## config.mk

```make
export PLATFORM = sky130hd
export DESIGN_NAME = usb_ep_status_ctrl
export DESIGN_NICKNAME = d
export VERILOG_FILES = /design/src/rtl/usb_ep_status_pkg.sv /design/src/rtl/usb_ep_cmd_decode.sv /design/src/rtl/usb_ep_slot.sv /design/src/rtl/usb_ep_status_ctrl.sv
export SDC_FILE = /design/constraint.sdc
export NUM_CORES = 1
export LEC_CHECK = 0
export ABC_AREA = 1
export BUFFER_PORTS_ARGS = -buffer_cell sky130_fd_sc_hd__buf_4
export CAP_MARGIN = 10
export CORE_AREA = 3 3 155 112
export CTS_CLUSTER_DIAMETER = 30
export DETAILED_ROUTE_END_ITERATION = 8
export DIE_AREA = 0 0 158 115
export GPL_TIMING_DRIVEN = 0
export PLACE_DENSITY_LB_ADDON = 0.15
export SLEW_MARGIN = 20
export SYNTH_ARGS = -nofsm -noshare
export SYNTH_HDL_FRONTEND = slang
export SYNTH_HIERARCHICAL = 1
export SYNTH_SLANG_ARGS = --single-unit
export TNS_END_PERCENT = 30
```

## constraint.sdc

```tcl
create_clock -name clk -period 3.28 [get_ports clk]
set_input_delay 0.656 -clock clk [delete_from_list [all_inputs] [get_ports clk]]
set_output_delay 0.656 -clock clk [all_outputs]
set_load 0.005 [all_outputs]
```

## src/rtl/usb_ep_status_pkg.sv

```systemverilog
// Package: shared event encoding and per-slot state record for the
// endpoint status controller.
package usb_ep_status_pkg;

    // Serial-engine event kinds.
    typedef enum logic [2:0] {
        EV_NONE       = 3'd0,
        EV_SETUP      = 3'd1,
        EV_SETUP_DONE = 3'd2,
        EV_IN_ACK     = 3'd3,
        EV_OUT_OK     = 3'd4,
        EV_NAK        = 3'd5,
        EV_ERR        = 3'd6,
        EV_RSVD       = 3'd7
    } ev_kind_e;

    // Stored state of one endpoint slot.
    typedef struct packed {
        logic halted;
        logic full_b;
        logic full_a;
        logic pid1;
        logic ovw;
        logic setup;
        logic cpu_sel;
        logic usb_sel;
        logic setup_busy;
    } slot_state_t;

    // Upper nibbles of the command groups.
    localparam logic [3:0] GRP_HALT    = 4'h4;
    localparam logic [3:0] GRP_READY   = 4'h6;
    localparam logic [3:0] GRP_RELEASE = 4'h8;

endpackage

```

## src/rtl/usb_ep_cmd_decode.sv

```systemverilog
// Module: usb_ep_cmd_decode
// Splits a command byte into one of three operations plus a target slot.
// Assumes slots are addressed by the low nibble of the code; any code that
// falls outside the three groups produces no operation.
module usb_ep_cmd_decode
    import usb_ep_status_pkg::*;
#(
    parameter int NUM_EP = 16,
    localparam int EP_W  = $clog2(NUM_EP)
) (
    input  logic            valid,
    input  logic [7:0]      code,
    output logic            op_halt,
    output logic            op_release,
    output logic            op_ready,
    output logic [EP_W-1:0] slot
);

    logic in_range;

    // Decode the group nibble and range-check the slot field.
    always_comb begin
        in_range   = (32'(code[3:0]) < NUM_EP);
        slot       = EP_W'(code[3:0]);
        op_halt    = valid && in_range && (code[7:4] == GRP_HALT);
        op_release = valid && in_range && (code[7:4] == GRP_RELEASE);
        op_ready   = valid && in_range && (code[7:4] == GRP_READY)
                     && (code[3:0] != 4'h0);
    end

endmodule

```

## src/rtl/usb_ep_slot.sv

```systemverilog
// Module: usb_ep_slot
// Holds and updates the status of one endpoint slot. Events are applied
// first, then commands, so a command in the same cycle takes precedence.
// IS_CTRL enables SETUP handling; DOUBLE enables the second buffer.
module usb_ep_slot
    import usb_ep_status_pkg::*;
#(
    parameter bit IS_CTRL = 1'b0,
    parameter bit DOUBLE  = 1'b0
) (
    input  logic       clk,
    input  logic       rst_n,
    input  logic       ev_setup,
    input  logic       ev_setup_done,
    input  logic       ev_in_ack,
    input  logic       ev_out_ok,
    input  logic       rd_clear,
    input  logic       op_halt,
    input  logic       op_release,
    input  logic       op_ready,
    output logic [7:0] status
);

    slot_state_t q, n;

    // Returns the state with buffers flushed and toggle/pointers reset.
    function automatic slot_state_t reinit(input slot_state_t s);
        slot_state_t r;
        r         = s;
        r.halted  = 1'b0;
        r.full_a  = 1'b0;
        r.full_b  = 1'b0;
        r.pid1    = 1'b0;
        r.cpu_sel = 1'b0;
        r.usb_sel = 1'b0;
        r.setup   = 1'b0;
        return r;
    endfunction

    // Next-state computation: events on the old state, then commands.
    always_comb begin
        n = q;
        if (IS_CTRL && ev_setup) begin
            if (q.setup)  n.ovw = 1'b1;
            if (q.halted) n = reinit(n);
            n.setup_busy = 1'b1;
        end
        if (IS_CTRL && ev_setup_done) begin
            n.setup      = 1'b1;
            n.setup_busy = 1'b0;
        end
        if (ev_in_ack && !q.halted) begin
            if (DOUBLE && q.usb_sel) n.full_b = 1'b0;
            else                     n.full_a = 1'b0;
            n.pid1 = ~q.pid1;
            if (DOUBLE) n.usb_sel = ~q.usb_sel;
        end
        if (ev_out_ok && !q.halted) begin
            if (DOUBLE && q.usb_sel) n.full_b = 1'b1;
            else                     n.full_a = 1'b1;
            n.pid1 = ~q.pid1;
            if (DOUBLE) n.usb_sel = ~q.usb_sel;
        end
        if (rd_clear && !q.setup_busy) n.ovw = 1'b0;
        if (op_halt) begin
            n.halted = 1'b1;
            n.setup  = 1'b0;
        end
        if (op_release) n = reinit(n);
        if (op_ready) begin
            if (DOUBLE && n.cpu_sel) n.full_b = 1'b1;
            else                     n.full_a = 1'b1;
            if (DOUBLE) n.cpu_sel = ~n.cpu_sel;
        end
    end

    // State register with synchronous active-low reset.
    always_ff @(posedge clk) begin
        if (!rst_n) q <= '0;
        else        q <= n;
    end

    // Assemble the readable status byte.
    always_comb begin
        status = {q.halted, q.full_b & DOUBLE, q.full_a, q.pid1,
                  q.ovw, q.setup, q.cpu_sel & DOUBLE, 1'b0};
    end

endmodule

```

## src/rtl/usb_ep_status_ctrl.sv

```systemverilog
// Module: usb_ep_status_ctrl
// Top level: decodes CPU commands and serial-engine events into per-slot
// strobes, instantiates one state slot per endpoint and muxes the status of
// the selected slot. Slots 0 and 1 are the control pair; DBL_MASK chooses
// the double-buffered slots.
module usb_ep_status_ctrl
    import usb_ep_status_pkg::*;
#(
    parameter int              NUM_EP   = 16,
    parameter logic [15:0]     DBL_MASK = 16'hFFFC,
    localparam int             EP_W     = $clog2(NUM_EP)
) (
    input  logic            clk,
    input  logic            rst_n,
    input  logic            cmd_valid,
    input  logic [7:0]      cmd_code,
    input  logic            evt_valid,
    input  logic [EP_W-1:0] evt_ep,
    input  logic [2:0]      evt_kind,
    input  logic            status_rd,
    input  logic [EP_W-1:0] status_ep,
    output logic [7:0]      status_byte
);

    logic            op_halt, op_release, op_ready;
    logic [EP_W-1:0] op_slot;
    ev_kind_e        kind;
    logic [7:0]      slot_stat [NUM_EP];

    usb_ep_cmd_decode #(.NUM_EP(NUM_EP)) u_dec (
        .valid      (cmd_valid),
        .code       (cmd_code),
        .op_halt    (op_halt),
        .op_release (op_release),
        .op_ready   (op_ready),
        .slot       (op_slot)
    );

    // Interpret the raw event kind.
    always_comb kind = ev_kind_e'(evt_kind);

    for (genvar i = 0; i < NUM_EP; i++) begin : g_slot
        logic hit_ev, hit_op;
        // Per-slot address match for events and commands.
        always_comb begin
            hit_ev = evt_valid && (evt_ep == EP_W'(i));
            hit_op = (op_slot == EP_W'(i));
        end
        usb_ep_slot #(
            .IS_CTRL (i < 2),
            .DOUBLE  (DBL_MASK[i])
        ) u_slot (
            .clk           (clk),
            .rst_n         (rst_n),
            .ev_setup      (hit_ev && kind == EV_SETUP),
            .ev_setup_done (hit_ev && kind == EV_SETUP_DONE),
            .ev_in_ack     (hit_ev && kind == EV_IN_ACK),
            .ev_out_ok     (hit_ev && kind == EV_OUT_OK),
            .rd_clear      (status_rd && status_ep == EP_W'(i)),
            .op_halt       (op_halt && hit_op),
            .op_release    (op_release && hit_op),
            .op_ready      (op_ready && hit_op),
            .status        (slot_stat[i])
        );
    end

    // Read mux for the selected slot.
    always_comb status_byte = slot_stat[status_ep];

endmodule

```

==> impl_summary.md, run 1 <==
Min path
The tightest min-delay check is of the reg -> reg type. The worst hold path begins at g_slot[1].u_slot/q[0]$_SDFFE_PP0P_. For hold timing, the worst endpoint is g_slot[1].u_slot/status[3]$_SDFFE_PP0P_.

Along the worst hold path, the cell count comes to 2.

STA
The final critical-path required period is 2.660 ns. The number of slew-limit violations in the final report is 0. The maximum achievable frequency is 375.9 MHz. In the finished design, the share of the clock period the worst path needs comes to 0.8110. The final count of negative-setup-slack endpoints is 0. At the pin with the least slew margin, the transition time is 0.8888 ns.

The final-layout setup total negative slack is 0 ns. Setup repair after global routing left no endpoint under its margin. The setup skew after layout is 0.004039 ns.

The tightest hold path in the finished design has a slack of 0.4732 ns. The relative slew slack is 0.4075. The hold violation total from the final report is 0.

Global routing
For this run, the total global-route usage over all layers was measured as 0.2281. The total congestion overflow after global routing is 0. The global-route wire length before repair is 32850 µm. The number of global-route vias before repair is 6721.

The initial antenna violation count came to 0. The maximum number of pins on one net before global-route repair is 49.

Worst setup path
Across all register-to-register paths, the minimum setup slack is 2.35 ns. The worst setup path category is in -> out. The critical path launch point type is a primary input. Traced cell by cell, the critical path runs through buf_4 > inv_2 > buf_4 > buf_2 > nand2_1 > nand2_1 > nand2_1 > nand2_1 > nand2_1 > nand2_1 > inv_2 > nand2_1 > buf_4. The data required time of the worst path is 2.62 ns. Among all stages on the critical path, the largest delay is contributed by buf_2. The largest stage delay on the critical path is 0.27 ns. The worst setup path is captured at an output port. The startpoint identified for the worst register-to-register timing path is g_slot[5].u_slot/status[7]$_SDFFE_PP0P_.

Broken down by cell family, the worst path's largest delay share belongs to buffers and inverters. Along the worst path, the maximum fanout reaches 10. In this design, the critical path's most frequently occurring cell is nand2_1. The critical path buffer and inverter count is 6. The count of cells along the worst register-to-register path is 5. At the worst endpoint, the arrival time is 2.00 ns.

The worst flop-to-flop path endpoint is g_slot[5].u_slot/q[1]$_SDFFE_PP0P_.

Clock network
The clock latency at the later pin of the worst-skew pair is 0.35 ns. The number of buffers added by the clock tree synthesis step is 9. After clock tree synthesis, the clock-pin slew on the worst setup and hold paths is 0.07 ns. Counting along the longest clock path gives a buffer depth of 2. The number of gates resized after CTS was 0. After clock tree synthesis, the setup repair step added 0 buffers. The TritonCTS clock tree is yes. The H-tree generated during clock tree synthesis spans 3 levels. The number of clock sinks is 96. The tree is rooted in a clkbuf_16. The number of hold buffers added after CTS is 0.

Pwr
The leakage power total is 4.610 nW. For this design the ratio of total power to cell area is 310.0 mW/mm². Summing internal, switching and leakage power gives 2.697 mW. VDD sags by at most 0.2619 mV.

Detailed routing
The average wire per standard cell is 11.82 µm. The number of iterations in the first detailed-routing pass is 6. The remaining antenna violation count after routing is 0.

The final wirelength is 19930 µm. The ratio of routed vias to standard cells is 4.510. The detailed router finished its first iteration with 539 violations. The remaining design rule violation count is 0. The via count is 7608.

Die
The floorplan step defined a die boundary enclosing 0.01817 mm². The initial core utilization is 0.4844. After floorplanning, the core was divided into 39 placement rows. The die is 158 µm wide. The placeable core region is 0.01605 mm². 32 I/O pins were placed.

The die extent in y is 115 µm.

Final layout
The filler cell count in the final layout is 1716. Leaving out filler cells and counting taps, the final layout contains 1687. The number of antenna diodes in the final layout is 0. The final net count is 1501. Relative to the synthesized area, the layout overhead comes to 11.87%. After routing the design area is 0.008700 mm². In the final layout, the share of cells above drive strength 1 is 0.1923.

Placed design
Once placement completed, the tool counted placed cells totaling 1671. The detailed placer's ending HPWL is 15610 µm. Summing all placed instances gives a cell area of 0.008371 mm². The count of port buffers added during placement is 29. The congestion estimate from routability-driven global placement came to 0.8992.

Synthesis
The post-synthesis instance total is 1405. The summed instance area of the synthesized netlist is 0.007776 mm². The mean cell area of the mapped netlist is 5.535 µm². The yosys synthesis warning count is 6.

Flow run
The reported max-cap violation count is 0.

Outcome
The run finished with clean final reports.
## tightest hold or removal path: stages, from the launching register on
cell and delay [ns]:
dfxtp_1 0.30, inv_1 0.07, a211oi_1 0.06
## cell usage in the layout, fill, tap and decap left out, types with 2 or more instances in the layout
cell type and n:
nor2_1 221, nand3_2 2, bufinv_16 2, buf_4 167
o21ai_1 42, dfxtp_1 96, nor2_4 14, buf_2 13
clkbuf_16 9, inv_2 52, conb_1 48, nor3_1 4
nand3_1 80, a21oi_2 16, inv_1 120, a21oi_1 8
nand2_1 564, o21ai_2 2, clkbuf_1 8, a211oi_1 4
## stage by stage
stage          worst slack (ns)  utilization
2_1_floorplan             1.213            -
3_3_place_gp             0.6145       0.5214
3_5_place_dp             0.6116       0.5214
4_1_cts                  0.6069       0.5419
5_1_grt                  0.4889       0.5419
6_report                 0.6200       0.5419
## state kept, by name (all words and copies together), names as in the netlist
signal                cells
g_slot.u_slot/q          16
g_slot.u_slot/status     80
## per-layer routing
layer | track usage | wire [µm]
met1 | 0.3353 | 10400
met3 | 0.03913 | 1141
met4 | 0.05731 | 347
met5 | 0 | 0
met2 | 0.3474 | 8047
## where the power goes
| group | switching [mW] | internal [mW] | total [mW] |
|---|---|---|---|
| combinational | 0.207 | 0.129 | 0.336 |
| clock | 0.495 | 0.693 | 1.19 |
| sequential | 0.00433 | 1.17 | 1.17 |
| total | 0.706 | 1.99 | 2.70 |
## worst max path at each step
| stage | startpoint | endpoint | slack [ns] | depth (start not counted) |
|---|---|---|---|---|
| 6_report | status_ep[0] | status_byte[4] | 0.62 | 13 |
| 5_1_grt | status_ep[0] | status_byte[7] | 0.49 | 13 |
| 3_5_place_dp | status_ep[0] | status_byte[4] | 0.61 | 13 |
| 2_1_floorplan | status_ep[1] | status_byte[4] | 1.21 | 8 |
| 4_1_cts | status_ep[0] | status_byte[4] | 0.61 | 13 |
| 3_3_place_gp | status_ep[0] | status_byte[4] | 0.61 | 13 |
## area by class of cell
class                      count  area [µm²]  area share
buffer                       160        1135      0.1304
clock buffer                  10       239.0     0.02747
clock inverter                 6       90.09     0.01036
inverter                     172       645.6     0.07421
multi-input combinational   1009        4194      0.4821
sequential                    96        1922      0.2209
tap                          205       256.5     0.02948
timing repair buffer          29       217.7     0.02503
Note: power is estimated with default switching activity, not from simulation.
==> run 2: changes to the inputs <==
==> constraint.sdc (replaced) <==
create_clock -name clk -period 2.45 [get_ports clk]
set_input_delay 0.49 -clock clk [delete_from_list [all_inputs] [get_ports clk]]
set_output_delay 0.49 -clock clk [all_outputs]
set_load 0.005 [all_outputs]
==> impl_summary.md, run 2 (synthesized netlist as in run 1, its figures left out) <==
Outcome
The flow ran to the end, and the final reports show no timing, DRC or antenna violations.

Worst setup path
Along the worst path, the maximum fanout reaches 10. The endpoint arrival time on the critical path is 1.82 ns. The cell occurring most often along the worst timing path is nand2_1. Walking the worst path, the cells encountered are buf_4 > inv_2 > buf_4 > buf_2 > nand2_1 > nand2_1 > nand2_1 > nand2_1 > nand2_1 > nand2_1 > inv_2 > nand2_1 > buf_4. The worst setup path category is in -> out. On the critical path, the stage with the largest delay is an instance of buf_2. The largest stage delay on the critical path is 0.26 ns.

STA puts the critical path data required time at 1.96 ns. The worst setup path is captured at an output port. STA classifies the critical path startpoint as a primary input.

Detailed routing
Once detail routing completed, the nets flagged for antenna violations numbered 0. The pre-antenna-repair detailed-routing pass consisted of 7 iterations. The via count is 7569.

The ratio of routed vias to standard cells is 4.487. The remaining design rule violation count is 0. In the final routed layout, each cell accounts on average for 11.82 µm.

In this run, the number of DRC markers left after iteration 0 of detailed routing was 528. The final wirelength is 19940 µm.

Die
The area of the die is 0.01817 mm². The initial utilization of the core area, before any placement, comes to 0.4844. 32 I/O pins were placed. The count of standard-cell rows is 39. The die width is 158 µm. The floorplan step defined a core boundary enclosing 0.01605 mm².

From bottom edge to top edge, the die measures 115 µm.

STA
The final cycle utilization of the critical path is 0.9420. Setup violations remaining at the end of the flow were counted as 0. The number of slew-limit violations in the final report is 0. Across the routed clock network, the largest skew measured is 0.004119 ns. The worst setup margin is 0.1422 ns. The hold violation total from the final report is 0. Measured against its own limit, the worst slew margin works out to 0.4039. The final critical-path required period is 2.308 ns. For the pin with the worst max-slew slack, the measured transition is 0.8941 ns. The final-layout setup total negative slack is 0 ns. Setup repair after global routing left no endpoint under its margin. The maximum achievable frequency is 433.3 MHz.

Clock network
The number of hold buffers added after CTS was 0. Counting the buffers created by CTS gives 9. The number of clock sinks is 96. The CTS root buffer is clkbuf_16. Counting along the longest clock path gives a buffer depth of 2. After clock tree synthesis, the clock-pin slew on the worst setup and hold paths is 0.07 ns. The TritonCTS clock tree is yes. The number of H-tree levels is 3. Clock latency on the worst-skew pair, taken at its later pin, is 0.35 ns.

Placed design
The count of port buffers added during placement is 29. The detailed placer's ending HPWL is 15610 µm. OpenSTA, run right after detailed placement, puts the worst setup slack at 0.06836 ns. The instance count after placement with tap cells included is 1671. The congestion estimate from routability-driven global placement came to 0.8992. After detailed placement, the total cell area comes to 0.008371 mm².

Global routing
The initial antenna violation count is 0. The overall fraction of global-route tracks in use is 0.2281. The total congestion overflow after global routing is 0. The number of global-route vias before repair is 6721.

The maximum number of pins on one net before global-route repair is 49. The global-route wire length before repair is 32850 µm.

Final layout
The register with the most flip-flops in the layout has 80 of them. Leaving out fill and tap cells, the most frequent cell in the layout is nand2_1. The final core utilization is 0.5420.

The proportion of layout cells with a drive suffix above 1 is 0.1923. The count of non-filler cells in the finished layout is 1687. The top cell types in the final layout, fill and taps aside, are nand2_1 (564), nor2_1 (221), buf_4 (167). At the end of the flow, the number of nets in the layout was 1501. The final cell area excluding filler cells is 0.008702 mm². The count of inserted antenna diode cells is 0. The area growth from synthesis to layout is 11.91%.

Pwr
Of the total power, registers draw 0.435. Cell internal power was estimated by the tool at 2.666 mW. The share of power burned in the clock network is 0.440. Of the total power, the share spent switching nets is 0.2615.

The share of total power dissipated in combinational logic is 0.125. The switching power total is 944.1 µW. The leakage power total is 4.610 nW. The power per cell area is 414.9 mW/mm².

The worst vdd rail ir drop is 0.3506 mV.

Min path
The min-delay analysis places its worst path in the category reg -> reg.

Flow run
The reported max-cap violation count is 0.
run 2: layer usage:
| layer | track usage | part of all wire | vias to the layer above | wire length, µm |
|---|---|---|---|---|
| met5 | 0 | 0 | - | 0 |
| met4 | 0.05731 | 0.017 | 0 | 344 |
| met3 | 0.03913 | 0.053 | 20 | 1047 |
| met2 | 0.3474 | 0.40 | 126 | 8070 |
| met1 | 0.3353 | 0.53 | 3257 | 10480 |
| li1 | - | - | 4166 | - |
run 2: repair_timing:
| action | in CTS | in global routing |
|---|---|---|
| setup buffers | 0 | 0 |
| endpoints found under the setup margin | 0 | 1 |
| gates resized for setup | 0 | 1 |
run 2: area by class of cell:
cell class / count / area [µm²]
plain buffers: 160 / 1137
repair buffers: 29 / 217.7
clock inverters: 6 / 90.09
multi-input cells: 1009 / 4194
inverters: 172 / 645.6
clock buffers: 10 / 239.0
well taps: 205 / 256.5
fillers: 1715 / 7352
flip-flops and latches: 96 / 1922
run 2: critical path, delay by kind of cell:
kind / cells / cell delay, ns
buffers and inverters: 6 / 0.78
AND/OR/NAND/NOR: 7 / 0.54
run 2: power groups by stage:
stage               logic (mW)  clock network [mW]  registers, mW
finish                   0.450                1.59           1.57
global route             0.503                1.67           1.57
CTS                      0.434                1.62           1.57
detailed placement       0.432                   0           1.61
global placement         0.430                   0           1.61
floorplan                0.303                   0           1.61
run 2: final timing paths:
path         cells past startpoint                                       to  slack, ns                                    start
min reg2reg                      2  g_slot[1].u_slot/status[3]$_SDFFE_PP0P_       0.47       g_slot[1].u_slot/q[0]$_SDFFE_PP0P_
max reg2reg                      5       g_slot[5].u_slot/q[1]$_SDFFE_PP0P_       1.52  g_slot[5].u_slot/status[7]$_SDFFE_PP0P_
min                              2  g_slot[1].u_slot/status[3]$_SDFFE_PP0P_       0.47       g_slot[1].u_slot/q[0]$_SDFFE_PP0P_
max                             13                           status_byte[4]       0.14                             status_ep[0]
run 2: through the flow:
step                      total power, mW  hold WS [ns]
after global routing                3.749        0.4967
after detailed placement            2.040        0.4671
after CTS                           3.622        0.4793
after global placement              2.039        0.4624
final                               3.610        0.4732
after floorplan                     1.910        0.4373
==> run 3: changes to the inputs <==
--- a/config.mk
+++ b/config.mk
@@ -5,13 +5,13 @@
 export SDC_FILE = /design/constraint.sdc
 export NUM_CORES = 1
 export LEC_CHECK = 0
-export ABC_AREA = 1
 export BUFFER_PORTS_ARGS = -buffer_cell sky130_fd_sc_hd__buf_4
 export CAP_MARGIN = 10
-export CORE_AREA = 3 3 155 112
+export CORE_AREA = 3 3 145 105
 export CTS_CLUSTER_DIAMETER = 30
 export DETAILED_ROUTE_END_ITERATION = 8
-export DIE_AREA = 0 0 158 115
+export DIE_AREA = 0 0 148 108
+export GPL_ROUTABILITY_DRIVEN = 0
 export GPL_TIMING_DRIVEN = 0
 export PLACE_DENSITY_LB_ADDON = 0.15
 export SLEW_MARGIN = 20
==> impl_summary.md, run 3 <==
Worst setup path
The setup check on the worst reg-to-reg path leaves a slack of 1.34 ns. Walking the worst path, the cells encountered are buf_6 > buf_12 > mux4_2 > a22oi_1 > nand2_1 > buf_4. In this design, the stage delay of the slowest critical-path cell is 0.54 ns.

Data on the critical path arrives at its endpoint at 1.93 ns. The critical path is of the in -> out type. The largest fanout on the critical path is 10. The worst flop-to-flop path endpoint is g_slot[10].u_slot/status[5]$_SDFF_PN0_. For this design, the slowest cell found on the critical path is mux4_2. The count of cells along the worst register-to-register path is 2. The startpoint identified for the worst register-to-register timing path is g_slot[10].u_slot/status[7]$_SDFFE_PP0P_. The sort of element at the end of the critical path is an output port. STA classifies the critical path startpoint as a primary input. STA puts the critical path data required time at 1.96 ns.

Final layout
Leaving out fill and tap cells, the most frequent cell in the layout is nor2_1. The library cells used most frequently in the layout, excluding fill and tap cells, are nor2_1 (170), buf_4 (160), dfxtp_1 (96). The multi-input combinational cells in the finished layout cover a total of 0.003700 mm². The sequential cell area is 0.001922 mm². In the final design database the tool counted 889 nets. The filler cells instantiated in the layout total 1351. The count of inserted antenna diode cells is 0. The area growth from synthesis to layout is 13.45%. The register with the most flip-flops in the layout has 80 of them. The proportion of layout cells with a drive suffix above 1 is 0.2724.

Min path
The worst hold endpoint is g_slot[1].u_slot/q[0]$_SDFFE_PP0P_. Along the worst hold path, the cell count comes to 2. The type of the worst min-delay path is reg -> reg.

The startpoint identified for the worst hold timing path is g_slot[1].u_slot/q[0]$_SDFFE_PP0P_.

Clock network
In this run the deepest clock path goes through 2 buffers. The later pin in the worst-skew pair is clocked with a latency of 0.35 ns. Counting every sink on the clock net gives 96. The tree is rooted in a clkbuf_16. The number of buffers added for setup after CTS is 0. The number of H-tree levels is 3.

TritonCTS built the clock tree. The number of buffers added by the clock tree synthesis step is 9. The number of instances resized during post-cts repair is 5. For this design, the CTS-stage hold fixing added 0 buffers.

After clock tree synthesis, the clock-pin slew on the worst setup and hold paths is 0.07 ns.

Pwr
Across the VDD grid, the largest voltage drop is 0.3074 mV. The share of total power dissipated in combinational logic is 0.110. For this design the ratio of total power to cell area is 449.0 mW/mm².

Of the total power, the clock network draws 0.429. The share of total power in sequential cells is 0.461. Internal power comes to 2.592 mW. The analysis attributes to cell leakage a power of 3.123 nW.

The switching power total is 819.9 µW. Of the total power, the share spent switching nets is 0.2403.

STA
Setup repair after global routing left no endpoint under its margin. The number of slew-limit violations in the final report came to 0. The final cycle utilization of the critical path is 0.9872. The hold violation total from the final report is 0.

The relative slew slack is 0.4846. Across all hold checks on the routed design, the worst slack comes to 0.4968 ns. The setup skew after layout is 0.004553 ns. The maximum achievable frequency is 413.5 MHz. Across all setup checks in the final design, the least slack found is 0.03139 ns. For the pin with the worst max-slew slack, the measured transition is 0.7731 ns.

The final critical-path required period is 2.419 ns. Setup violations remaining at the end of the flow were counted as 0. The final-layout setup total negative slack is 0 ns.

Global routing
The global-route track usage on met1 is 0.3100. The total overflow left after global routing is 0. The initial antenna violation count is 0. The number of global-route vias before repair is 5509. The global-route wire length before repair is 28380 µm. The global-route met3 utilization is 0.04022. The met2 layer usage reported by global route is 0.3631. In the global route stage, overall resource usage came out at 0.2258.

The maximum number of pins on one net before global-route repair is 53. After global routing, the most crowded layer is met2.

Detailed routing
The via count is 5686. The final wirelength is 17710 µm. The average wire per standard cell is 16.70 µm. The remaining antenna violation count after routing is 0. The count of routing violations after the opening detailed-route iteration is 633. For this run, the detailed router's first-pass iteration total came to 6. The remaining design rule violation count is 0. Dividing the detail-routed via count by the number of cells gives 5.364.

Outcome
The flow ran to the end, and the final reports show no timing, DRC or antenna violations.

Synthesis
The post-synthesis instance total is 794. The mean cell area of the mapped netlist is 8.435 µm². Summing every instance area after synthesis gives 0.006698 mm². During synthesis, Yosys emitted a total of 6 warnings.

Die
In this run the horizontal extent of the chip is 148 µm. The initial core utilization is 0.4828. The die covers 0.01598 mm². The initialized floorplan defines 36 standard-cell rows. The die extent in y is 108 µm. 32 I/O pins were placed.

After floorplanning, the core was sized to cover 0.01387 mm².

Flow run
The reported max-cap violation count is 0.

Placed design
Detailed placement finished with a half-perimeter wire length of 13330 µm. During placement, the flow inserted port buffers numbering 28. Prior to clock tree synthesis, the placed netlist has a worst setup slack of -0.2283 ns.
run 3: changes by cell type in the layout (fill, tap and decap cells not counted), sizes merged, moves of 19 or more:
cell and delta:
nand2 -513, inv -139, nand3 -75, nor2 -66, o21ai -38, mux4 +32
xor2 +28, nor2b +21, a21oi -20, nor3b +19
run 3: routing by layer:
layer	up-vias	share of wire
met2	211	0.45
met1	2733	0.46
met3	32	0.067
met5	-	0
met4	0	0.019
li1	2710	-
run 3: worst max path at each step:
stage                 startpoint                               endpoint  slack, ns
floorplan           status_ep[0]                         status_byte[1]       0.42
global placement     cmd_code[4]  g_slot[9].u_slot/status[5]$_SDFF_PN0_      -0.13
detailed placement   cmd_code[4]  g_slot[9].u_slot/status[5]$_SDFF_PN0_      -0.23
CTS                 status_ep[0]                         status_byte[6]      -0.01
global route        status_ep[0]                         status_byte[7]      0.003
finish              status_ep[0]                         status_byte[6]       0.03
run 3: power groups by stage:
stage | logic, mW | clock network [mW] | registers, mW
3_5_place_dp | 0.357 | 0 | 1.61
2_1_floorplan | 0.242 | 0 | 1.61
4_1_cts | 0.360 | 1.48 | 1.57
6_report | 0.375 | 1.46 | 1.57
5_1_grt | 0.406 | 1.55 | 1.57
3_3_place_gp | 0.354 | 0 | 1.61
run 3: per-stage QoR:
step                utilization  instance area, µm²  power, mW  instances
floorplan                     -                6818      1.850        826
global placement         0.5237                7266      1.963       1044
detailed placement       0.5237                7266      1.967       1044
CTS                      0.5463                7579      3.413       1060
global route             0.5477                7599      3.531       1060
finish                   0.5477                7599      3.412       1060
run 3: cell type report:
cell class | instances | area share
Multi-Input combinational cell | 544 | 0.4869
Inverter | 34 | 0.01680
Clock inverter | 3 | 0.005269
Sequential cell | 96 | 0.2529
Tap cell | 190 | 0.03129
Timing Repair Buffer | 28 | 0.02766
Buffer | 152 | 0.1449
Clock buffer | 13 | 0.03425
run 3: critical path, delay by kind of cell:
kind	cells	cell delay, ns
multiplexers	1	0.54
AND/OR/NAND/NOR	1	0.12
buffers and inverters	3	0.52
AO/OA/AOI/OAI	1	0.25
